<file path="src/rtl/pdd_pkg.sv">
package pdd_pkg;
  localparam int RATIO_W     = 8;
  localparam int SEL_W       = 3;
  localparam int NUM_OUT     = 2;
  localparam int NUM_PRESETS = 1 << SEL_W;
  localparam int HALF_W      = RATIO_W - 1;
  localparam int MIN_RATIO   = 4;
  localparam int MAX_RATIO   = 254;

  // One output's stored setting inside a preset
  typedef struct packed {
    logic               en;
    logic [RATIO_W-1:0] ratio;
  } presetField_t;

  typedef presetField_t [NUM_OUT-1:0] preset_t;
  typedef preset_t [NUM_PRESETS-1:0]  presetTable_t;

  // Screened configuration handed from control to a divider
  typedef struct packed {
    logic              valid;
    logic [HALF_W-1:0] half;
  } chanCfg_t;

  // Strobes from control to the datapath
  typedef struct packed {
    logic                     halt;
    chanCfg_t [NUM_OUT-1:0]   cfg;
  } ctrlStrobe_t;

  localparam presetTable_t DEFAULT_PRESETS = '{
    7: '{1: '{en: 1'b1, ratio: 8'd10},  0: '{en: 1'b1, ratio: 8'd8}},
    6: '{1: '{en: 1'b1, ratio: 8'd14},  0: '{en: 1'b1, ratio: 8'd255}},
    5: '{1: '{en: 1'b0, ratio: 8'd16},  0: '{en: 1'b0, ratio: 8'd16}},
    4: '{1: '{en: 1'b1, ratio: 8'd4},   0: '{en: 1'b1, ratio: 8'd254}},
    3: '{1: '{en: 1'b1, ratio: 8'd254}, 0: '{en: 1'b1, ratio: 8'd2}},
    2: '{1: '{en: 1'b1, ratio: 8'd9},   0: '{en: 1'b1, ratio: 8'd6}},
    1: '{1: '{en: 1'b1, ratio: 8'd12},  0: '{en: 1'b0, ratio: 8'd20}},
    0: '{1: '{en: 1'b1, ratio: 8'd8},   0: '{en: 1'b1, ratio: 8'd10}}
  };

  // Validity screen: enabled, even, inside the legal range
  function automatic chanCfg_t screenField(presetField_t f);
    chanCfg_t c;
    logic ok;
    ok = f.en && !f.ratio[0] &&
         (f.ratio >= RATIO_W'(MIN_RATIO)) &&
         (f.ratio <= RATIO_W'(MAX_RATIO));
    c.valid = ok;
    c.half  = ok ? f.ratio[RATIO_W-1:1] : '0;
    return c;
  endfunction
endpackage

</file>
<file path="src/rtl/pdd_ctrl.sv">
module pdd_ctrl
  import pdd_pkg::*;
#(
  parameter presetTable_t          PRESETS     = DEFAULT_PRESETS,
  parameter logic [SEL_W-1:0]      SEL_DEFAULT = '1
) (
  input  logic              refClk,
  input  logic              rstN,
  input  logic              outEnableIn,
  input  logic [SEL_W-1:0]  presetSel,
  output ctrlStrobe_t       strobe
);
  localparam int MIN_HALF = MIN_RATIO / 2;

  logic [SEL_W-1:0]        selMeta;
  logic [SEL_W-1:0]        selSync;
  chanCfg_t [NUM_OUT-1:0]  cfgNext;
  chanCfg_t [NUM_OUT-1:0]  cfgQ;
  chanCfg_t [NUM_OUT-1:0]  cfgReset;

  // Two-flop select synchroniser, resets to the pulled-up value
  always_ff @(posedge refClk or negedge rstN) begin
    if (!rstN) begin
      selMeta <= SEL_DEFAULT;
      selSync <= SEL_DEFAULT;
    end else begin
      selMeta <= presetSel;
      selSync <= selMeta;
    end
  end

  always_comb begin
    for (int ch = 0; ch < NUM_OUT; ch++) begin
      cfgNext[ch]  = screenField(PRESETS[selSync][ch]);
      cfgReset[ch] = screenField(PRESETS[SEL_DEFAULT][ch]);
    end
  end

  // Registered table lookup keeps the screen off the divider path
  always_ff @(posedge refClk or negedge rstN) begin
    if (!rstN) cfgQ <= cfgReset;
    else       cfgQ <= cfgNext;
  end

  always_comb begin
    strobe.halt = !outEnableIn;
    strobe.cfg  = cfgQ;
  end

  for (genvar ch = 0; ch < NUM_OUT; ch++) begin : g_chk
    // a configuration marked valid never carries a half below the minimum
    assert_cfg_half_legal_R4 : assert property (@(posedge refClk) disable iff (!rstN)
      cfgQ[ch].valid |-> (cfgQ[ch].half >= HALF_W'(MIN_HALF)));
  end
endmodule

</file>
<file path="src/rtl/pdd_divider.sv">
module pdd_divider
  import pdd_pkg::*;
(
  input  logic      refClk,
  input  logic      rstN,
  input  logic      halt,
  input  chanCfg_t  cfg,
  output logic      clkOut,
  output logic      oeOut
);
  logic              running;
  logic [HALF_W-1:0] half;
  logic [HALF_W-1:0] cnt;
  logic              lastCnt;
  logic              periodEnd;

  assign lastCnt   = (cnt == half - 1'b1);
  assign periodEnd = lastCnt && !clkOut;

  always_ff @(posedge refClk or negedge rstN) begin
    if (!rstN) begin
      running <= 1'b0;
      half    <= '0;
      cnt     <= '0;
      clkOut  <= 1'b0;
      oeOut   <= 1'b0;
    end else if (halt) begin
      running <= 1'b0;
      cnt     <= '0;
      clkOut  <= 1'b0;
      oeOut   <= 1'b0;
    end else begin
      oeOut <= 1'b1;
      if (!running || periodEnd) begin
        // boundary: adopt whatever configuration is current
        running <= cfg.valid;
        half    <= cfg.half;
        cnt     <= '0;
        clkOut  <= cfg.valid;
      end else if (lastCnt) begin
        cnt    <= '0;
        clkOut <= 1'b0;
      end else begin
        cnt <= cnt + 1'b1;
      end
    end
  end

  // a halt clears the clock and the drive enable on the next edge
  assert_halt_silences_R5 : assert property (@(posedge refClk) disable iff (!rstN)
    halt |=> (!clkOut && !oeOut));

  // the phase counter stays below the active half length
  assert_count_bound_R3 : assert property (@(posedge refClk) disable iff (!rstN)
    running |-> (cnt < half));

  // the clock level only moves at the end of a phase
  assert_phase_hold_R7 : assert property (@(posedge refClk) disable iff (!rstN)
    (running && !halt && !lastCnt) |=> $stable(clkOut));

  // a running divider always holds a legal half length
  assert_running_half_R4 : assert property (@(posedge refClk) disable iff (!rstN)
    running |-> (half >= HALF_W'(MIN_RATIO / 2)));
endmodule

</file>
<file path="src/rtl/preset_dual_divider.sv">
module preset_dual_divider
  import pdd_pkg::*;
#(
  parameter presetTable_t     PRESETS     = DEFAULT_PRESETS,
  parameter logic [SEL_W-1:0] SEL_DEFAULT = '1
) (
  input  logic               refClk,
  input  logic               rstN,
  input  logic               outEnableIn,
  input  logic [SEL_W-1:0]   presetSel,
  output logic [NUM_OUT-1:0] divClk,
  output logic [NUM_OUT-1:0] divOe
);
  ctrlStrobe_t strobe;

  pdd_ctrl #(
    .PRESETS     (PRESETS),
    .SEL_DEFAULT (SEL_DEFAULT)
  ) u_ctrl (
    .refClk      (refClk),
    .rstN        (rstN),
    .outEnableIn (outEnableIn),
    .presetSel   (presetSel),
    .strobe      (strobe)
  );

  for (genvar ch = 0; ch < NUM_OUT; ch++) begin : g_chan
    pdd_divider u_div (
      .refClk (refClk),
      .rstN   (rstN),
      .halt   (strobe.halt),
      .cfg    (strobe.cfg[ch]),
      .clkOut (divClk[ch]),
      .oeOut  (divOe[ch])
    );
  end

  // both drive enables always move together
  assert_oe_together_R6 : assert property (@(posedge refClk) disable iff (!rstN)
    (divOe == '0) || (divOe == '1));
endmodule

</file>
<file path="config.mk">
export PLATFORM = sky130hd
export DESIGN_NAME = preset_dual_divider
export DESIGN_NICKNAME = d
export VERILOG_FILES = /design/src/rtl/pdd_pkg.sv /design/src/rtl/pdd_ctrl.sv /design/src/rtl/pdd_divider.sv /design/src/rtl/preset_dual_divider.sv
export SDC_FILE = /design/constraint.sdc
export NUM_CORES = 1
export LEC_CHECK = 0
export ABC_CLOCK_PERIOD_IN_PS = 5860
export BUFFER_PORTS_ARGS = -buffer_cell sky130_fd_sc_hd__buf_2
export CAP_MARGIN = 20
export CORE_ASPECT_RATIO = 1.2
export CORE_UTILIZATION = 40
export DETAILED_ROUTE_END_ITERATION = 10
export PLACE_DENSITY_LB_ADDON = 0.08
export RECOVER_POWER = 50
export SYNTH_ARGS = -nofsm -noshare
export SYNTH_HDL_FRONTEND = slang
export SYNTH_SLANG_ARGS = --single-unit
</file>
<file path="constraint.sdc">
create_clock -name refClk -period 5.86 [get_ports refClk]
set_clock_uncertainty 0.2 [all_clocks]
set_input_delay 0.293 -clock refClk [delete_from_list [all_inputs] [get_ports refClk]]
set_output_delay 0.293 -clock refClk [all_outputs]
set_load 0.02 [all_outputs]
</file>
==> flow_summary.ini, run 1 <==
[run_status]
status = finished clean

[placed_design]
hpwl_um = 3580
port_buffers = 9
gp_congestion = 0.762

[synthesis]
synth.distinct_cells = 37
synthTopCellsByArea = dfrtp_1 33%, dfstp_2 11%, ha_1 4.6%, nand2_1 4.2%, a32o_1 3.7%
synth.largest_area_cell = dfrtp_1
synth_top_area_share_pct = 33.4
synth_ff_type = dfrtp_1
syn-num-nets = 285
synth_most_common_cell = dfrtp_1
synth_seq_cells = 47
ys_seq_area_share_pct = 44.2
synth_async_sr_flop_share_pct = 100
synth_warnings = 0
synthTopCellsByCount = 36 x dfrtp_1, 30 x nand2_1, 19 x a21oi_1
avgSynthCellArea_um2 = 10.0
synthCells = 269
syn_area_um2 = 2700
synth-edff-count = 0

[grt]
grt_max_degree = 48
grt_pass1_wl_um = 9440
grt_overflow = 0
antenna_found_initial = 0
groute.usage.overall_pct = 16.8
grt_pass1_vias = 1898

[final_layout]
num_antenna_cells = 0
nFillCells = 640
multi_input_area_um2 = 1320
utilization_pct = 44.1
area_delta_synth_final_pct = 6.08
final_layout_size_suffix_gt1_share_pct = 11.4
seqCellArea_um2 = 1190
finish.net_count = 286

[cts]
htreeDepth = 2
clk-insertion-delay-late_ns = 0.30
path_clk_slew_ns = 0.09
root_buffer = clkbuf_8
post_cts_buffers = 0
cts_tree = yes
cts_buffer_depth = 2
cts_buffers = 5
cts_sinks = 47

[die]
row_count = 32
core_area_um2 = 6490
die_w_um = 76.9
die_area_um2 = 7070
pin_count = 10
start_util_pct = 41.6
die_h_um = 91.9

[critical_path]
crit_start = rstN
reg2reg_from = g_chan[0].u_div.half[0]
startpoint_type = input pin
worst-setup-path-type = input pin to asynchronous set/reset pin
cp_common_cell = clkbuf_1
cp-end-kind = asynchronous set/reset pin
crit_chain = dlygate4sd3_1 > clkbuf_1 > clkbuf_1
slowest_stage = clkbuf_1
cp.required_ns = 5.87
slowest_delay_ns = 1.03
reg2regPathDepth = 7
cp_max_fo = 24
regToRegSetupSlack_ns = 3.10
arrival_ns = 2.77
r2r_end = g_chan[0].u_div.half[2]

[worst_hold_path]
hold_path_startpoint = outEnableIn
min_path_cells = 1
hold_end = g_chan[1].u_div.oeOut
hold_class = input pin to flip-flop

[sta]
timing.setup.tns_ns = 0
period_minus_slack_ns = 2.76
slew_viol_final = 0
slew_headroom_pct = 12.6
post-route-period-util_pct = 47.1
worst_slew_pin_slew_ns = 1.31
hold_viol_final = 0
setup_viol = 0
grt_setup_unrepaired = false
fmax_mhz = 362

[route]
postRouteAntennaNets = 0
drt_wl_total_um = 5180
vias_per_cell = 5.40
drt_iter0_markers = 124
avgRoutedWirePerCell_um = 14.5
drc_errors = 0
vias = 1922
drtPass1Iterations = 4

[flow_run]
max-cap-violations = 0

[power]
leakage_nw = 1.17
ir_drop_uv = 133
pwr_density_cell_nw_per_um2 = 337
==> worst max-delay path by stage <==
| stage | cells past startpoint | slack [ns] | endpoint |
|---|---|---|---|
| detailed placement | 7 | 3.10 | g_chan[0].u_div.half[2] |
| global placement | 7 | 3.14 | g_chan[0].u_div.half[2] |
| global route | 3 | 2.62 | g_chan[0].u_div.running |
| CTS | 7 | 3.09 | g_chan[0].u_div.half[2] |
| floorplan | 9 | 3.48 | g_chan[1].u_div.half[3] |
| finish | 3 | 3.10 | g_chan[0].u_div.half[5] |
==> kinds of logic (layout without fill, tap and decap cells) <==
kind of cell	after synthesis	in the layout	share of synthesized area [%]
simple gates	98	98	19.8
compound gates	56	56	15.8
flops	47	47	44.2
buf+inv	32	34	6.92
xor+xnor	21	21	6.82
fa+ha+maj	10	10	4.64
mux	5	5	1.86
==> repair_timing <==
action,CTS,global route
resized for setup,0,0
hold buffers,4,0
endpoints found under the hold margin,5,0
==> sequential cells by signal, summed over array words and instances, names as in the netlist <==
name and count:
u_ctrl.selMeta 3, g_chan.u_div.clkOut 2, g_chan.u_div.half 10, g_chan.u_div.cnt 14, g_chan.u_div.oeOut 1, g_chan.u_div.running 2, u_ctrl.strobe 12, u_ctrl.selSync 3
==> routing by layer <==
metal	track usage, %	part of all wire (%)	routed length (um)	vias to the layer above
li1	-	-	-	966
met1	25.3	54	2800	921
met2	23.7	42	2160	31
met3	3.08	3.2	165	4
met4	6.41	1.0	52	0
met5	0	0	0	-
==> power by group <==
part | switching, mW | internal, mW
Combinational | 0.151 | 0.122
Sequential | 0.0804 | 0.365
Clock | 0.115 | 0.129
==> worst max-delay path, delay by kind of cell <==
family | cells | cell delay [ns]
buffers and inverters | 3 | 2.46
==> area by class of cell <==
cell class | instances | share of cell area [%]
Clock buffer | 5 | 2.41
Clock inverter | 3 | 1.62
Inverter | 12 | 1.58
Multi-Input combinational cell | 190 | 46.1
Sequential cell | 47 | 41.6
Tap cell | 85 | 3.72
Timing Repair Buffer | 14 | 2.93
==> layout by cell type, fill, tap and decap left out, drive strengths merged, types with 5 or more instances in the layout <==
master,instances
nand4,5
xor2,11
nor3,15
o211ai,10
ha,10
a21oi,19
clkbuf,10
nand4b,5
nand2,30
dfstp,11
xnor2,10
dfrtp,36
inv,13
o21ai,5
nand3,9
mux2i,5
buf,5
and2,5
nor2,16
a32o,10
==> through the flow <==
stage,std cells,total power [mW],instance area [um2],worst slack [ns],hold slack [ns]
detailed placement,343,0.725,2710,3.10,0.148
CTS,355,0.977,2860,3.09,0.0118
global route,356,1.03,2860,2.62,0.137
floorplan,269,0.696,2700,3.48,-0.203
finish,356,0.962,2860,3.10,0.132
global placement,343,0.724,2710,3.14,0.147
(Power assumes the default switching activity.)
==> run 2: changes to the inputs <==
Settings changed: ABC_AREA from default to 1, ABC_CLOCK_PERIOD_IN_PS 5860 to 2700.
Clock period 5.86 ns to 2.7 ns, I/O delays scaled along.
==> run 2 against run 1 <==
Net effect:
- worst hold slack improved by 0.028 ns
- area after synthesis decreased by 9.6%
- combinational power increased by 40%
- global-route usage decreased by 1.1 points
- final cell count increased by 11%
- sequential share of layout area increased by 3.0 points
- core utilization increased by 2.1 points
- sequential cell count unchanged
- die area decreased by 9.3%
- via count decreased by 5.2%
- sequential power increased by 84%
==> flow_summary.ini, run 2 <==
[synthesis]
synth_top_area_share_pct = 37.0
synthCells = 300
avgSynthCellArea_um2 = 8.12
synth_most_common_cell = nand2_1
synth_seq_cells = 47
synthTopCellsByArea = dfrtp_1 37%, nand2_1 14%, dfstp_2 12%, nand3_1 7.2%, inv_1 5.7%
synth_ff_type = dfrtp_1
synth.distinct_cells = 30
syn_area_um2 = 2440
synth.largest_area_cell = dfrtp_1
synth-edff-count = 0
synth_warnings = 0
synthTopCellsByCount = 90 x nand2_1, 37 x inv_1, 36 x dfrtp_1
syn-num-nets = 316
synth_async_sr_flop_share_pct = 100
ys_seq_area_share_pct = 48.8

[critical_path]
regToRegSetupSlack_ns = 0.47
worstSetupPathDepth = 4
endpoint = g_chan[1].u_div.cnt[5]
slowest_stage = clkbuf_1
worst-path-buf-inv = 3
arrival_ns = 2.35
crit_chain = dlygate4sd3_1 > clkbuf_1 > clkinv_1 > nor3_1
cp-end-kind = flip-flop
reg2reg_from = g_chan[1].u_div.half[0]
cp.required_ns = 2.71
cp_max_fo = 21
slowest_delay_ns = 0.78
crit_start = outEnableIn
worst-setup-path-type = input pin to flip-flop
crit_family = buffers and inverters
r2r_end = g_chan[1].u_div.half[1]
reg2regPathDepth = 15
startpoint_type = input pin

[flow_run]
max-cap-violations = 0

[worst_hold_path]
hold_class = flip-flop to flip-flop

[sta]
worst_slew_pin_slew_ns = 1.40
slew_viol_final = 0
timing.setup.tns_ns = 0
holdWs_ns = 0.160
setup_viol = 0
period_minus_slack_ns = 2.34
post-route-period-util_pct = 86.6
hold_viol_final = 0
grt_setup_unrepaired = false
slew_headroom_pct = 6.85
fmax_mhz = 428

[cts]
root_buffer = clkbuf_8
cts_sinks = 47
htreeDepth = 2
cts_tree = yes
clk-insertion-delay-late_ns = 0.30
cts_buffers = 5
post_cts_buffers = 0
path_clk_slew_ns = 0.09
cts_resized = 0
cts_buffer_depth = 2
cts_hold_buf = 5

[power]
pwr_density_cell_nw_per_um2 = 614
netSwitchingPower_uw = 540
power_frac_seq_pct = 49.9
leakage_nw = 1.32
p_clk_share_pct = 26.7
netSwitchingFraction_pct = 33.0
p_comb_share_pct = 23.4
ir_drop_uv = 248
p_int_mw = 1.10

[final_layout]
nFillCells = 600
final_layout_size_suffix_gt1_share_pct = 12.3
final_cell_mix = 90 x nand2_1, 37 x inv_1, 36 x dfrtp_1
layout_commonest_cell = nand2_1
largest_reg_flops = 14
regMostFlops = g_chan.u_div.cnt
num_antenna_cells = 0
area_delta_synth_final_pct = 9.45
final_area_um2 = 2670
finish.net_count = 331

[grt]
grt_pass1_wl_um = 7680
antenna_found_initial = 0
grt_overflow = 0
grt_pass1_vias = 1695
groute.usage.overall_pct = 15.8
grt_max_degree = 26

[route]
drtPass1Iterations = 4
vias = 1822
vias_per_cell = 4.60
drc_errors = 0
postRouteAntennaNets = 0
drt_wl_total_um = 4320
drt_iter0_markers = 75
avgRoutedWirePerCell_um = 10.9

[die]
pin_count = 10
die_h_um = 87.5
row_count = 30
start_util_pct = 42.2
die_w_um = 73.3
core_area_um2 = 5780
die_area_um2 = 6410

[placed_design]
gp_congestion = 0.766
place_area_um2 = 2540
hpwl_um = 3140
port_buffers = 9

[run_status]
status = finished clean
## run 2: changes by cell type in the layout (fill, tap and decap cells not counted), sizes merged, moves of 5 or more
cell,previous run,this run
a21oi,19,7
a32o,10,0
and2,5,0
inv,13,40
mux2i,5,0
nand2,30,97
nand3,9,37
nand4b,5,0
nor2,16,29
nor3,15,7
o211ai,10,1
xnor2,10,0
xor2,11,4
## run 2: metrics by stage
stage | power, mW | std cells | utilization (%) | worst slack [ns]
3_3_place_gp | 1.21 | 383 | 43.9 | 0.521
3_5_place_dp | 1.22 | 383 | 43.9 | 0.517
4_1_cts | 1.67 | 396 | 46.3 | 0.498
5_1_grt | 1.76 | 396 | 46.1 | 0.158
2_1_floorplan | 1.14 | 300 | - | 0.800
6_report | 1.64 | 396 | 46.1 | 0.361
## run 2: cells by family after synthesis
logic type	synth area share [%]
AO/OA/AOI/OAI	4.00
XOR/XNOR	1.44
adder cells (fa/ha/maj)	5.13
buffers and inverters	8.21
flip-flops	48.8
AND/OR/NAND/NOR	32.4
## run 2: cell type report
class	count	area, um2	area share, %
Multi-Input combinational cell	207	1050	39.3
Timing Repair Buffer	15	92.6	3.47
Clock inverter	3	22.5	0.844
Sequential cell	47	1190	44.6
Inverter	39	146	5.49
Clock buffer	5	68.8	2.58
Tap cell	80	100	3.75
## run 2: worst register-to-register path, stage by stage (launching register included)
cell	delay [ns]
dfrtp_1	0.40
inv_1	0.13
ha_1	0.25
inv_1	0.05
nand2_1	0.08
nand2_1	0.05
nand2_1	0.05
nand2_1	0.05
nor2_1	0.08
nand2_1	0.07
nor2_2	0.11
nand3_2	0.09
nand2_4	0.16
nand2_1	0.16
nand2_1	0.14
nand2_1	0.06
## run 2: worst min-delay path by stage
stage | start | end | slack [ns] | cells after the start
4_1_cts | u_ctrl.selMeta[1] | u_ctrl.selSync[1] | 0.16 | 0
5_1_grt | u_ctrl.selMeta[2] | u_ctrl.selSync[2] | 0.16 | 0
2_1_floorplan | rstN | g_chan[0].u_div.clkOut | -0.36 | 0
3_5_place_dp | rstN | g_chan[1].u_div.cnt[5] | -0.03 | 1
6_report | u_ctrl.selMeta[1] | u_ctrl.selSync[1] | 0.16 | 0
3_3_place_gp | rstN | g_chan[1].u_div.cnt[4] | -0.04 | 1
## run 2: metal layers
layer | vias to the layer above | wire [um] | GRT usage (%)
met5 | - | 0 | 0
met4 | 0 | 72 | 6.06
met3 | 5 | 111 | 3.13
met2 | 23 | 2000 | 26.9
met1 | 822 | 2130 | 19.6
li1 | 972 | - | -
## run 2: power by group through the flow
stage	combinational (mW)	sequential [mW]	clock, mW
after global routing	0.450	0.828	0.478
final	0.383	0.818	0.437
after detailed placement	0.386	0.831	0
after CTS	0.393	0.818	0.460
after global placement	0.384	0.830	0
after floorplan	0.318	0.820	0
==> run 3: changes to the inputs <==
Settings changed: ABC_AREA 1 to default.
==> run 3 against run 2 <==
Net effect:
- non-clock buffer count rose by 5
- sequential cell count did not move
- setup slack got worse by 0.15 ns
- largest cell class is now multi-input combinational cells
- register-to-register slack got worse by 0.26 ns
- core utilization fell by 1.7 points
- final cell count fell by 8.6%
- global-route usage rose by 0.35 points
- highest routed layer unchanged
- sequential share of layout area fell by 3.3 points
==> flow_summary.ini, run 3 (same netlist as run 1, synthesis figures left out) <==
[die]
die_w_um = 76.9
row_count = 32
start_util_pct = 41.6
die_area_um2 = 7070
die_h_um = 91.9
pin_count = 10
core_area_um2 = 6490

[route]
drt_iter0_markers = 212
drtPass1Iterations = 5
drt_wl_total_um = 5250
drc_errors = 0
avgRoutedWirePerCell_um = 14.5
vias = 1981
postRouteAntennaNets = 0
vias_per_cell = 5.47

[grt]
grt_busiest_layer = met2
grt_pass1_wl_um = 9050
gr-usage-met2_pct = 24.3
met3_usage_pct = 2.79
grt_overflow = 0
groute.usage.overall_pct = 16.1
antenna_found_initial = 0
grt_max_degree = 19
grtUsageMet1_pct = 23.6
grt_pass1_vias = 1817

[cts]
root_buffer = clkbuf_8
path_clk_slew_ns = 0.09
cts_buffers = 5
clk-insertion-delay-late_ns = 0.30
cts_sinks = 47
cts_buffer_depth = 2
htreeDepth = 2
cts_tree = yes
post_cts_buffers = 0

[final_layout]
regMostFlops = g_chan.u_div.cnt
layout_commonest_cell = dfrtp_1
final_area_um2 = 2880
finish.net_count = 292
largest_reg_flops = 14
final_layout_size_suffix_gt1_share_pct = 13.4
num_antenna_cells = 0
stdcell_count = 362
utilization_pct = 44.4
nFillCells = 651
area_delta_synth_final_pct = 6.92
final_cell_mix = 36 x dfrtp_1, 30 x nand2_1, 19 x a21oi_1

[run_status]
status = finished clean

[flow_run]
max-cap-violations = 0

[sta]
period_minus_slack_ns = 2.49
post-route-period-util_pct = 92.1
setup_viol = 0
slew_viol_final = 0
hold_viol_final = 0
timing.setup.tns_ns = 0
slew_headroom_pct = 38.8
fmax_mhz = 402
grt_setup_unrepaired = false
worst_slew_pin_slew_ns = 0.918
fin_ws_ns = 0.214
holdWs_ns = 0.160

[placed_design]
pre_cts_ws_ns = 0.233
hpwl_um = 3700
gp_congestion = 0.809
place_area_um2 = 2750
port_buffers = 9
dp.cells = 349

[power]
p_int_mw = 1.28
netSwitchingFraction_pct = 37.9
ir_drop_uv = 217
p_comb_share_pct = 32.6
pwr_density_cell_nw_per_um2 = 715
power_frac_seq_pct = 45.8
netSwitchingPower_uw = 780
leakage_nw = 1.19
p_clk_share_pct = 21.6
finalPower_mw = 2.06

[critical_path]
arrival_ns = 2.45
startpoint_type = flip-flop
worst-setup-path-type = flip-flop to flip-flop
cp_max_fo = 14
cp-end-kind = flip-flop
cp.required_ns = 2.67

[worst_hold_path]
hold_class = flip-flop to flip-flop
## run 3: cell types whose count changed in the layout (fill, tap and decap cells not counted), sizes merged, moves of 7 or more
| cell | delta |
|---|---|
| a21oi | +12 |
| a32o | +10 |
| buf | +8 |
| inv | -26 |
| nand2 | -67 |
| nand3 | -28 |
| nor2 | -13 |
| nor3 | +8 |
| o211ai | +9 |
| xnor2 | +10 |
| xor2 | +7 |
## run 3: worst paths after layout
path | from | endpoint | slack [ns] | cells after the start
max | g_chan[0].u_div.half[1] | g_chan[0].u_div.half[1] | 0.21 | 8
min | u_ctrl.selMeta[2] | u_ctrl.selSync[2] | 0.16 | 0
max reg2reg | g_chan[0].u_div.half[1] | g_chan[0].u_div.half[1] | 0.21 | 8
min reg2reg | u_ctrl.selMeta[2] | u_ctrl.selSync[2] | 0.16 | 0
max in group asynchronous | rstN | u_ctrl.strobe[13] | 0.76 | 3
min in group asynchronous | rstN | g_chan[1].u_div.cnt[6] | 0.28 | 2
## run 3: per-layer routing
metal	vias to the layer above	wire length [um]
met2	50	2300
li1	968	-
met5	-	0
met3	2	222
met4	0	30
met1	961	2700
## run 3: power groups by stage
stage / logic (mW) / registers (mW) / clock network [mW]
after floorplan: 0.652 / 0.860 / 0
final: 0.671 / 0.943 / 0.445
after global routing: 0.747 / 0.960 / 0.495
after global placement: 0.668 / 0.956 / 0
after CTS: 0.678 / 0.941 / 0.470
after detailed placement: 0.670 / 0.954 / 0
## run 3: worst max-delay path, cell delays in order, from the launching register on
cell      delay [ns]
dfrtp_1         0.39
inv_1           0.06
ha_1            0.21
nor3b_1         0.32
mux2i_1         0.17
nor4_4          0.43
and3_1          0.21
buf_4           0.22
o211ai_1        0.15
## run 3: timing repair
action | CTS | global route
hold buffers | 5 | 0
endpoints found under the hold margin | 49 | 0
gates resized for setup | 0 | 0
endpoints found under the setup margin | 0 | 0
## run 3: layout make-up
class	count	area, um2	share of cell area (%)
Sequential cell	47	1190	41.3
Inverter	12	45.0	1.56
Clock inverter	3	22.5	0.782
Multi-Input combinational cell	190	1320	45.8
Timing Repair Buffer	20	130	4.52
Clock buffer	5	68.8	2.39
Tap cell	85	106	3.69
